File: src/rtl/e1_pkg.sv
package e1_pkg;

   // Decide whether a slot carries payload under the given signalling mode
   function automatic logic slot_carries(input int unsigned slot,
                                         input int unsigned sig_slot,
                                         input logic sig_mode);
      return (slot != 0) && !(sig_mode && (slot == sig_slot));
   endfunction

endpackage

File: src/rtl/e1_frame_timer.sv
module e1_frame_timer #(
   parameter int CNT_W = 8
) (
   input  logic             clk,
   input  logic             rst_n,
   input  logic             fp_i,
   input  logic             sig_mode_i,
   output logic [CNT_W-1:0] cur_o,
   output logic             active_o,
   output logic             sig_o,
   output logic             misalign_o
);

   logic [CNT_W-1:0] nxt_q;
   logic             aligned_q;
   logic             sig_q;
   logic             misalign_q;

   // The pulse wins over the running count, so realignment takes effect in the pulse cycle
   assign cur_o      = fp_i ? '0 : nxt_q;
   assign active_o   = fp_i | aligned_q;
   assign sig_o      = sig_q;
   assign misalign_o = misalign_q;

   always_ff @(posedge clk) begin
      if (!rst_n) begin
         nxt_q      <= '0;
         aligned_q  <= 1'b0;
         sig_q      <= 1'b1;
         misalign_q <= 1'b0;
      end else begin
         nxt_q     <= cur_o + CNT_W'(1);
         aligned_q <= aligned_q | fp_i;
         if (active_o && (cur_o == '0))
            sig_q <= sig_mode_i;
         if (fp_i && aligned_q && (nxt_q != '0))
            misalign_q <= 1'b1;
      end
   end


   misalign_sticky_chk: assert property (@(posedge clk) disable iff (!rst_n)
      misalign_q |=> misalign_q);


   realign_chk: assert property (@(posedge clk) disable iff (!rst_n)
      fp_i |=> (fp_i || (cur_o == CNT_W'(1))));

endmodule

File: src/rtl/e1_rx_deser.sv
module e1_rx_deser #(
   parameter int SLOT_BITS = 8,
   parameter int BIT_W     = 3,
   parameter int SLOT_W    = 5,
   parameter int SIG_SLOT  = 16
) (
   input  logic                 clk,
   input  logic                 rst_n,
   input  logic                 active_i,
   input  logic [BIT_W-1:0]     bit_pos_i,
   input  logic [SLOT_W-1:0]    slot_i,
   input  logic                 sig_i,
   input  logic                 rx_bit_i,
   output logic [SLOT_BITS-1:0] data_o,
   output logic [SLOT_W-1:0]    slot_o,
   output logic                 valid_o
);

   logic [SLOT_BITS-1:0] sh_q;
   logic [SLOT_BITS-1:0] full_w;
   logic                 done_w;

   assign full_w = {sh_q[SLOT_BITS-2:0], rx_bit_i};
   assign done_w = active_i && (bit_pos_i == BIT_W'(SLOT_BITS-1))
                   && e1_pkg::slot_carries(int'(slot_i), SIG_SLOT, sig_i);

   always_ff @(posedge clk) begin
      if (!rst_n) begin
         sh_q    <= '0;
         data_o  <= '0;
         slot_o  <= '0;
         valid_o <= 1'b0;
      end else begin
         sh_q    <= full_w;
         valid_o <= done_w;
         if (done_w) begin
            data_o <= full_w;
            slot_o <= slot_i;
         end
      end
   end


   rx_spacing_chk: assert property (@(posedge clk) disable iff (!rst_n)
      valid_o |=> !valid_o);

endmodule

File: src/rtl/e1_tx_ser.sv
module e1_tx_ser #(
   parameter int                   SLOT_BITS = 8,
   parameter int                   BIT_W     = 3,
   parameter int                   SLOT_W    = 5,
   parameter int                   SIG_SLOT  = 16,
   parameter logic [SLOT_BITS-1:0] IDLE      = '1
) (
   input  logic                 clk,
   input  logic                 rst_n,
   input  logic                 active_i,
   input  logic [BIT_W-1:0]     bit_pos_i,
   input  logic [SLOT_W-1:0]    slot_i,
   input  logic                 sig_i,
   input  logic [SLOT_BITS-1:0] data_i,
   input  logic                 valid_i,
   output logic                 ready_o,
   output logic                 bit_o,
   output logic                 underrun_o
);

   logic [SLOT_BITS-1:0] hold_q;
   logic                 full_q;
   logic [SLOT_BITS-1:0] sh_q;
   logic                 start_w;
   logic                 pay_w;
   logic                 load_w;
   logic [SLOT_BITS-1:0] sel_w;

   assign ready_o = !full_q;
   assign start_w = active_i && (bit_pos_i == '0);
   assign pay_w   = e1_pkg::slot_carries(int'(slot_i), SIG_SLOT, sig_i);
   assign load_w  = start_w && pay_w && full_q;
   assign sel_w   = load_w ? hold_q : IDLE;

   always_ff @(posedge clk) begin
      if (!rst_n) begin
         hold_q     <= '0;
         full_q     <= 1'b0;
         sh_q       <= '1;
         bit_o      <= 1'b1;
         underrun_o <= 1'b0;
      end else begin
         if (valid_i && !full_q) begin
            hold_q <= data_i;
            full_q <= 1'b1;
         end else if (load_w) begin
            full_q <= 1'b0;
         end
         underrun_o <= start_w && pay_w && !full_q;
         if (!active_i) begin
            bit_o <= 1'b1;
            sh_q  <= '1;
         end else if (start_w) begin
            bit_o <= sel_w[SLOT_BITS-1];
            sh_q  <= {sel_w[SLOT_BITS-2:0], 1'b1};
         end else begin
            bit_o <= sh_q[SLOT_BITS-1];
            sh_q  <= {sh_q[SLOT_BITS-2:0], 1'b1};
         end
      end
   end


   underrun_slot_start_chk: assert property (@(posedge clk) disable iff (!rst_n)
      underrun_o |-> ($past(bit_pos_i) == '0));


   hold_fill_chk: assert property (@(posedge clk) disable iff (!rst_n)
      (valid_i && ready_o) |=> !ready_o);

endmodule

File: src/rtl/e1_slot_framer.sv
module e1_slot_framer #(
   parameter int                   SLOT_BITS = 8,
   parameter int                   SLOTS     = 32,
   parameter int                   SIG_SLOT  = 16,
   parameter logic [SLOT_BITS-1:0] IDLE      = '1
) (
   input  logic                      clk,
   input  logic                      rst_n,
   input  logic                      fp_i,
   input  logic                      sig_mode_i,
   input  logic                      rx_bit_i,
   output logic [SLOT_BITS-1:0]      rx_data_o,
   output logic [$clog2(SLOTS)-1:0]  rx_slot_o,
   output logic                      rx_valid_o,
   input  logic [SLOT_BITS-1:0]      tx_data_i,
   input  logic                      tx_valid_i,
   output logic                      tx_ready_o,
   output logic                      tx_bit_o,
   output logic                      underrun_o,
   output logic                      misalign_o
);

   localparam int BIT_W  = $clog2(SLOT_BITS);
   localparam int SLOT_W = $clog2(SLOTS);
   localparam int CNT_W  = BIT_W + SLOT_W;

   generate
      if ((SLOT_BITS < 2) || ((SLOT_BITS & (SLOT_BITS - 1)) != 0))
         $error("SLOT_BITS must be a power of two of at least 2");
      if ((SLOTS < 2) || ((SLOTS & (SLOTS - 1)) != 0))
         $error("SLOTS must be a power of two of at least 2");
      if ((SIG_SLOT < 1) || (SIG_SLOT >= SLOTS))
         $error("SIG_SLOT must lie within 1 .. SLOTS-1");
   endgenerate

   logic [CNT_W-1:0] cur_w;
   logic             active_w;
   logic             sig_w;

   e1_frame_timer #(.CNT_W(CNT_W)) u_timer (
      .clk        (clk),
      .rst_n      (rst_n),
      .fp_i       (fp_i),
      .sig_mode_i (sig_mode_i),
      .cur_o      (cur_w),
      .active_o   (active_w),
      .sig_o      (sig_w),
      .misalign_o (misalign_o)
   );

   e1_rx_deser #(
      .SLOT_BITS (SLOT_BITS),
      .BIT_W     (BIT_W),
      .SLOT_W    (SLOT_W),
      .SIG_SLOT  (SIG_SLOT)
   ) u_rx (
      .clk       (clk),
      .rst_n     (rst_n),
      .active_i  (active_w),
      .bit_pos_i (cur_w[BIT_W-1:0]),
      .slot_i    (cur_w[CNT_W-1:BIT_W]),
      .sig_i     (sig_w),
      .rx_bit_i  (rx_bit_i),
      .data_o    (rx_data_o),
      .slot_o    (rx_slot_o),
      .valid_o   (rx_valid_o)
   );

   e1_tx_ser #(
      .SLOT_BITS (SLOT_BITS),
      .BIT_W     (BIT_W),
      .SLOT_W    (SLOT_W),
      .SIG_SLOT  (SIG_SLOT),
      .IDLE      (IDLE)
   ) u_tx (
      .clk        (clk),
      .rst_n      (rst_n),
      .active_i   (active_w),
      .bit_pos_i  (cur_w[BIT_W-1:0]),
      .slot_i     (cur_w[CNT_W-1:BIT_W]),
      .sig_i      (sig_w),
      .data_i     (tx_data_i),
      .valid_i    (tx_valid_i),
      .ready_o    (tx_ready_o),
      .bit_o      (tx_bit_o),
      .underrun_o (underrun_o)
   );


   rx_slot0_chk: assert property (@(posedge clk) disable iff (!rst_n)
      rx_valid_o |-> (rx_slot_o != '0));


   rx_sig_slot_chk: assert property (@(posedge clk) disable iff (!rst_n)
      (rx_valid_o && (rx_slot_o == SLOT_W'(SIG_SLOT))) |-> !sig_w);

endmodule

File: config.mk
export PLATFORM = sky130hd
export DESIGN_NAME = e1_slot_framer
export DESIGN_NICKNAME = d
export VERILOG_FILES = /design/src/rtl/e1_pkg.sv /design/src/rtl/e1_frame_timer.sv /design/src/rtl/e1_rx_deser.sv /design/src/rtl/e1_tx_ser.sv /design/src/rtl/e1_slot_framer.sv
export SDC_FILE = /design/constraint.sdc
export NUM_CORES = 1
export LEC_CHECK = 0
export CAP_MARGIN = 25
export CORE_ASPECT_RATIO = 2
export CORE_MARGIN = 3
export CORE_UTILIZATION = 45
export DETAILED_ROUTE_END_ITERATION = 8
export PLACE_DENSITY_LB_ADDON = 0.2
export SETUP_SLACK_MARGIN = 0.2
export SLEW_MARGIN = 30
export SYNTH_ARGS = -nofsm -noshare
export SYNTH_HDL_FRONTEND = slang
export SYNTH_SLANG_ARGS = --single-unit
File: constraint.sdc
create_clock -name clk -period 2 [get_ports clk]
set_clock_uncertainty 0.1 [all_clocks]
set_input_delay 0.3 -clock clk [delete_from_list [all_inputs] [get_ports clk]]
set_output_delay 0.3 -clock clk [all_outputs]
set_load 0.05 [all_outputs]
After elaboration in Yosys (flattened, before gate mapping)
Index checks and enable logic that the tools add are counted.
- add/subtract/negate cells: 1
- equality and inequality tests: 2
- muxes and demuxes: 6
- bitwise gates (word level): 1
- reductions and logical operators: 20
- operators by type and width (operator ; count):
    $mux W8 ; 3
    $logic_and A1 B1 Y1 ; 12
    $add A8 B1 Y8 const B ; 1
    $logic_not A8 Y1 ; 1
    $reduce_bool A8 Y1 ; 1
    $eq A5 B5 Y1 const B ; 1
    $reduce_bool A5 Y1 ; 1
    $eq A3 B3 Y1 const B ; 1
    $logic_not A3 Y1 ; 1
    $mux W1 ; 3
    $logic_not A1 Y1 ; 2
    $reduce_and A2 Y1 ; 1
    $reduce_bool A2 Y1 ; 1
    $or A1 B1 Y1 ; 1
- register bits after elaboration: 51
- word-level logic and storage cells: 43

Depth between registers and ports, before layout
- depth after elaboration: 9
- gate-level depth with buffers: 10

Hierarchy
Synthesis repeated with hierarchy kept, for this count alone.
- cell total of the unflattened synthesis: 208
- area, all modules: 1995.7 µm²
- by module, submodules not included (module ; instances ; cells an instance ; area an instance (µm²) ; seq. area each (µm²)):
    e1_rx_deser ; 1 ; 76 ; 734.5 ; 420.4
    e1_tx_ser ; 1 ; 71 ; 730.7 ; 360.3
    e1_frame_timer ; 1 ; 61 ; 530.5 ; 220.2

Worst setup path before layout
OpenSTA, ideal clock, no wires.
- path type: input to register
- from: input fp_i
- to: register u_rx.data_o[3]
- arrival time: 1.722 ns
- required time: 1.828 ns
- path slack: 0.106 ns
- stages on the path: 10
- path buffers: 2
- path through: buf_2 -> inv_1 -> nand2_1 -> inv_1 -> ha_1 -> ha_1 -> nand3b_1 -> a21oi_4 -> buf_6 -> mux2i_1
- word-level cells in the longest chain between the ends: 6
- elaborated cells on any way between the ends: 10
- those cells by class: eq/ne: 2; mux: 1; bitwise: 1; reduce/logical: 6
- ends and longest elaborated chain (item ; RTL line ; text):
    start: declaration ; e1_slot_framer.sv:9 ; input logic fp_i,
    $mux W8 ; e1_frame_timer.sv:20 ; assign cur_o = fp_i ? '0 : nxt_q;
    $eq A5 B5 Y1 ; e1_pkg.sv:7 ; return (slot != 0) && !(sig_mode && (slot == sig_slot));
    $logic_and A1 B1 Y1 ; e1_pkg.sv:7 ;
    $logic_not A1 Y1 ; e1_pkg.sv:7 ;
    $logic_and A1 B1 Y1 ; e1_pkg.sv:7 ;
    $logic_and A1 B1 Y1 (*) ; e1_rx_deser.sv:25 ; && e1_pkg::slot_carries(int'(slot_i), SIG_SLOT, sig_i);
    end signal: assignment ; e1_rx_deser.sv:37 ; data_o <= full_w;
    end: declaration ; e1_rx_deser.sv:14 ; output logic [SLOT_BITS-1:0] data_o,
Mark *: on every way between the ends. The rest lies on a longest branch, timed or not.
A chain may end at the register's enable or synchronous reset.

Worst setup path after layout
- from: register u_timer.nxt_q[0]
- to: register u_rx.slot_o[1]
- word-level cells in the longest chain between the ends: 4
- ends and longest elaborated chain (item ; RTL line ; text):
    start: declaration ; e1_frame_timer.sv:14 ; logic [CNT_W-1:0] nxt_q;
    start signal: assignment ; e1_frame_timer.sv:32 ; nxt_q <= cur_o + CNT_W'(1);
    $mux W8 ; e1_frame_timer.sv:20 ;
    $eq A3 B3 Y1 ; e1_rx_deser.sv:24 ; assign done_w = active_i && (bit_pos_i == BIT_W'(SLOT_BITS-1))
    $logic_and A1 B1 Y1 ; e1_rx_deser.sv:24 ;
    $logic_and A1 B1 Y1 ; e1_rx_deser.sv:25 ;
    end signal: assignment ; e1_rx_deser.sv:38 ; slot_o <= slot_i;
    end: declaration ; e1_rx_deser.sv:15 ; output logic [SLOT_W-1:0] slot_o,
No other way between the ends.

==> results.cfg <==
[clocking]
htreeDepth = 2
clock_latency_ns = 0.30
cts_made_buffers = 5
cts.path.max_buffers = 2
cts_sinks = 50
cts_root_buffer = clkbuf_8
tritoncts = done
path_clk_slew_ns = 0.08

[routing]
ant_nets = 0
drt_wl_total_mm = 4.22
drc_errors = 0
routedWlPerCell_um = 14.4
first_pass_iters = 4
vias = 1487
first_iter_violations = 11
vias_per_cell = 5.09

[sta]
drv_slew = 0
finalSetupViolCount = 0
hold_violations = 0
rsz0062_at_grt = yes
worst_pin_slew_ns = 0.580
period_needed_ns = 1.72
holdWs_ns = 0.340
timing.setup.tns_ns = 0
finalWorstSetupSlack_ns = 0.276
fmax_mhz = 580
period_share_pct = 86.2
relSlewSlack_pct = 61.0

[run]
cap_violations = 0

[global_route]
grt_overflow_total = 0
first_global_vias = 1524
grt_usage_pct = 17.8
grt_max_degree = 42
grt_pass1_wl_mm = 6.87
antenna_found_initial = 0

[power_and_ir_drop]
irDropWorstVdd_mv = 0.457
total_power_mw = 1.72
p_per_area_nw_per_um2 = 689
leakage_nw = 1.03

[setup_path]
critPathArrivalTime_ns = 1.85
startpoint_type = flop
path_max_fanout = 7
cp-end-kind = flop
crit_type = reg -> reg
crit_required_ns = 2.12

[synth]
ys_ff_latch = 50
synth_async_sr_flop_share_pct = 0
syn-num-nets = 213
synth_cells = 196
synth_cell_types = 36
synth_flop_cell = dfxtp_1
syn_area_sq_um = 1940
yosys_warnings = 0
syn_avg_cell_area_sq_um = 9.90
synth_edf_count = 0
ys_seq_area_share_pct = 51.6

[finish]
drive_above_1_share_pct = 16.7
syn_to_final_growth_pct = 28.6
layout_common_cells = 48 x dfxtp_1, 24 x nand2_1, 20 x mux2i_1, 18 x buf_4, 15 x dlygate4sd2_1
utilization_pct = 60.5
diodes = 0
fillers = 375
fin_nets = 257
layout.cells.non_filler = 292
multi_input_area_sq_um = 861
seqCellArea_sq_um = 1000
postLayoutCellArea_sq_um = 2500
layout_commonest_cell = dfxtp_1

[placed_design]
dp_hpwl_mm = 3.05
place_congestion = 0.926
placed_area_sq_um = 2370
preCtsSetupSlack_ns = -0.275
io_buffer_count = 31
dpl.cell_count = 279

[run_status]
status = finished, final reports clean

[floorplanning]
dieArea_sq_um = 5180
core_sq_um = 4130
ioPinCount = 32
die_w_um = 52.4
fp-row-count = 33
start_util_pct = 47.0
die_h_um = 98.9

[min_path]
min_path_type = reg -> reg
final cells by class:
| type | count | share of cell area, % |
|---|---|---|
| flip-flops and latches | 50 | 40.2 |
| multi-input cells | 122 | 34.5 |
| repair buffers | 48 | 17.5 |
| clock buffers | 5 | 2.76 |
| well taps | 52 | 2.61 |
| inverters | 13 | 2.06 |
| clock inverters | 2 | 0.401 |
synth_stat cells, drive strengths merged, types with 2 or more instances:
cell type | number | area (sq um)
a21boi | 3 | 22.5
a21oi | 6 | 41.3
and2 | 4 | 25.0
buf | 4 | 26.3
clkbuf | 7 | 27.5
dfxtp | 50 | 1000
ha | 3 | 37.5
inv | 13 | 48.8
mux2i | 21 | 210
nand2 | 26 | 97.6
nand2b | 2 | 12.5
nand3 | 7 | 35.0
nand3b | 2 | 15.0
nor2 | 2 | 7.51
nor2b | 14 | 87.6
nor4 | 2 | 27.5
o21a | 2 | 15.0
o21ai | 7 | 35.0
o22a | 6 | 52.6
or3 | 3 | 18.8
xor2 | 2 | 17.5
flip-flops by register name, indices dropped and copies added, names as in the netlist:
signal and count:
u_rx.data_o 8, u_rx.sh_q 7, u_rx.slot_o 5, u_rx.valid_o 1, u_timer.aligned_q 1, u_timer.misalign_o 1, u_timer.nxt_q 8, u_timer.sig_o 1
u_tx.bit_o 1, u_tx.full_q 1, u_tx.hold_q 8, u_tx.sh_q 7, u_tx.underrun_o 1
worst max-delay path: stages, from the launching register on:
cell      delay [ns]
dfxtp_2         0.36
nand2_2         0.07
inv_2           0.07
ha_4            0.12
ha_2            0.15
nand3b_1        0.17
a21oi_4         0.23
buf_12          0.16
mux2i_1         0.21
where the power goes:
group	leakage (nW)	internal [mW]	switching (mW)
Sequential	0.407	1.02	0.0165
Clock	0.0438	0.235	0.307
Combinational	0.579	0.0722	0.0720
Total	1.03	1.33	0.396
cells by family after synthesis:
| kind of cell | share of synthesized area, % |
|---|---|
| adders and majority gates | 1.93 |
| AOI/OAI and AO/OA | 11.7 |
| and+or+nand+nor | 17.8 |
| DFF | 51.6 |
| xor gates and xnor gates | 0.903 |
| buffers and inverters | 5.29 |
| muxes | 10.8 |
path summary, 6_finish.rpt:
path,start,slack [ns],endpoint,depth (start not counted)
max,u_timer.nxt_q[0],0.28,u_rx.slot_o[1],8
min,u_rx.sh_q[4],0.34,u_rx.sh_q[5],2
max reg2reg,u_timer.nxt_q[0],0.28,u_rx.slot_o[1],8
min reg2reg,u_rx.sh_q[4],0.34,u_rx.sh_q[5],2
routing by layer:
metal	track usage, %	up-vias	part of all wire [%]
met3	4.08	9	3.4
met5	0	-	0
met4	9.65	0	2.7
met1	17.5	698	35
met2	32.2	33	59
li1	-	747	-
what timing repair did:
item,in CTS,in global routing
hold buffers,0,0
cloned,0,1
setup buffers,0,5
hold endpoints to repair,0,0
endpoints found under the setup margin,36,15
pin swaps,0,3
gates resized for setup,16,7
(Power assumes the default switching activity.)
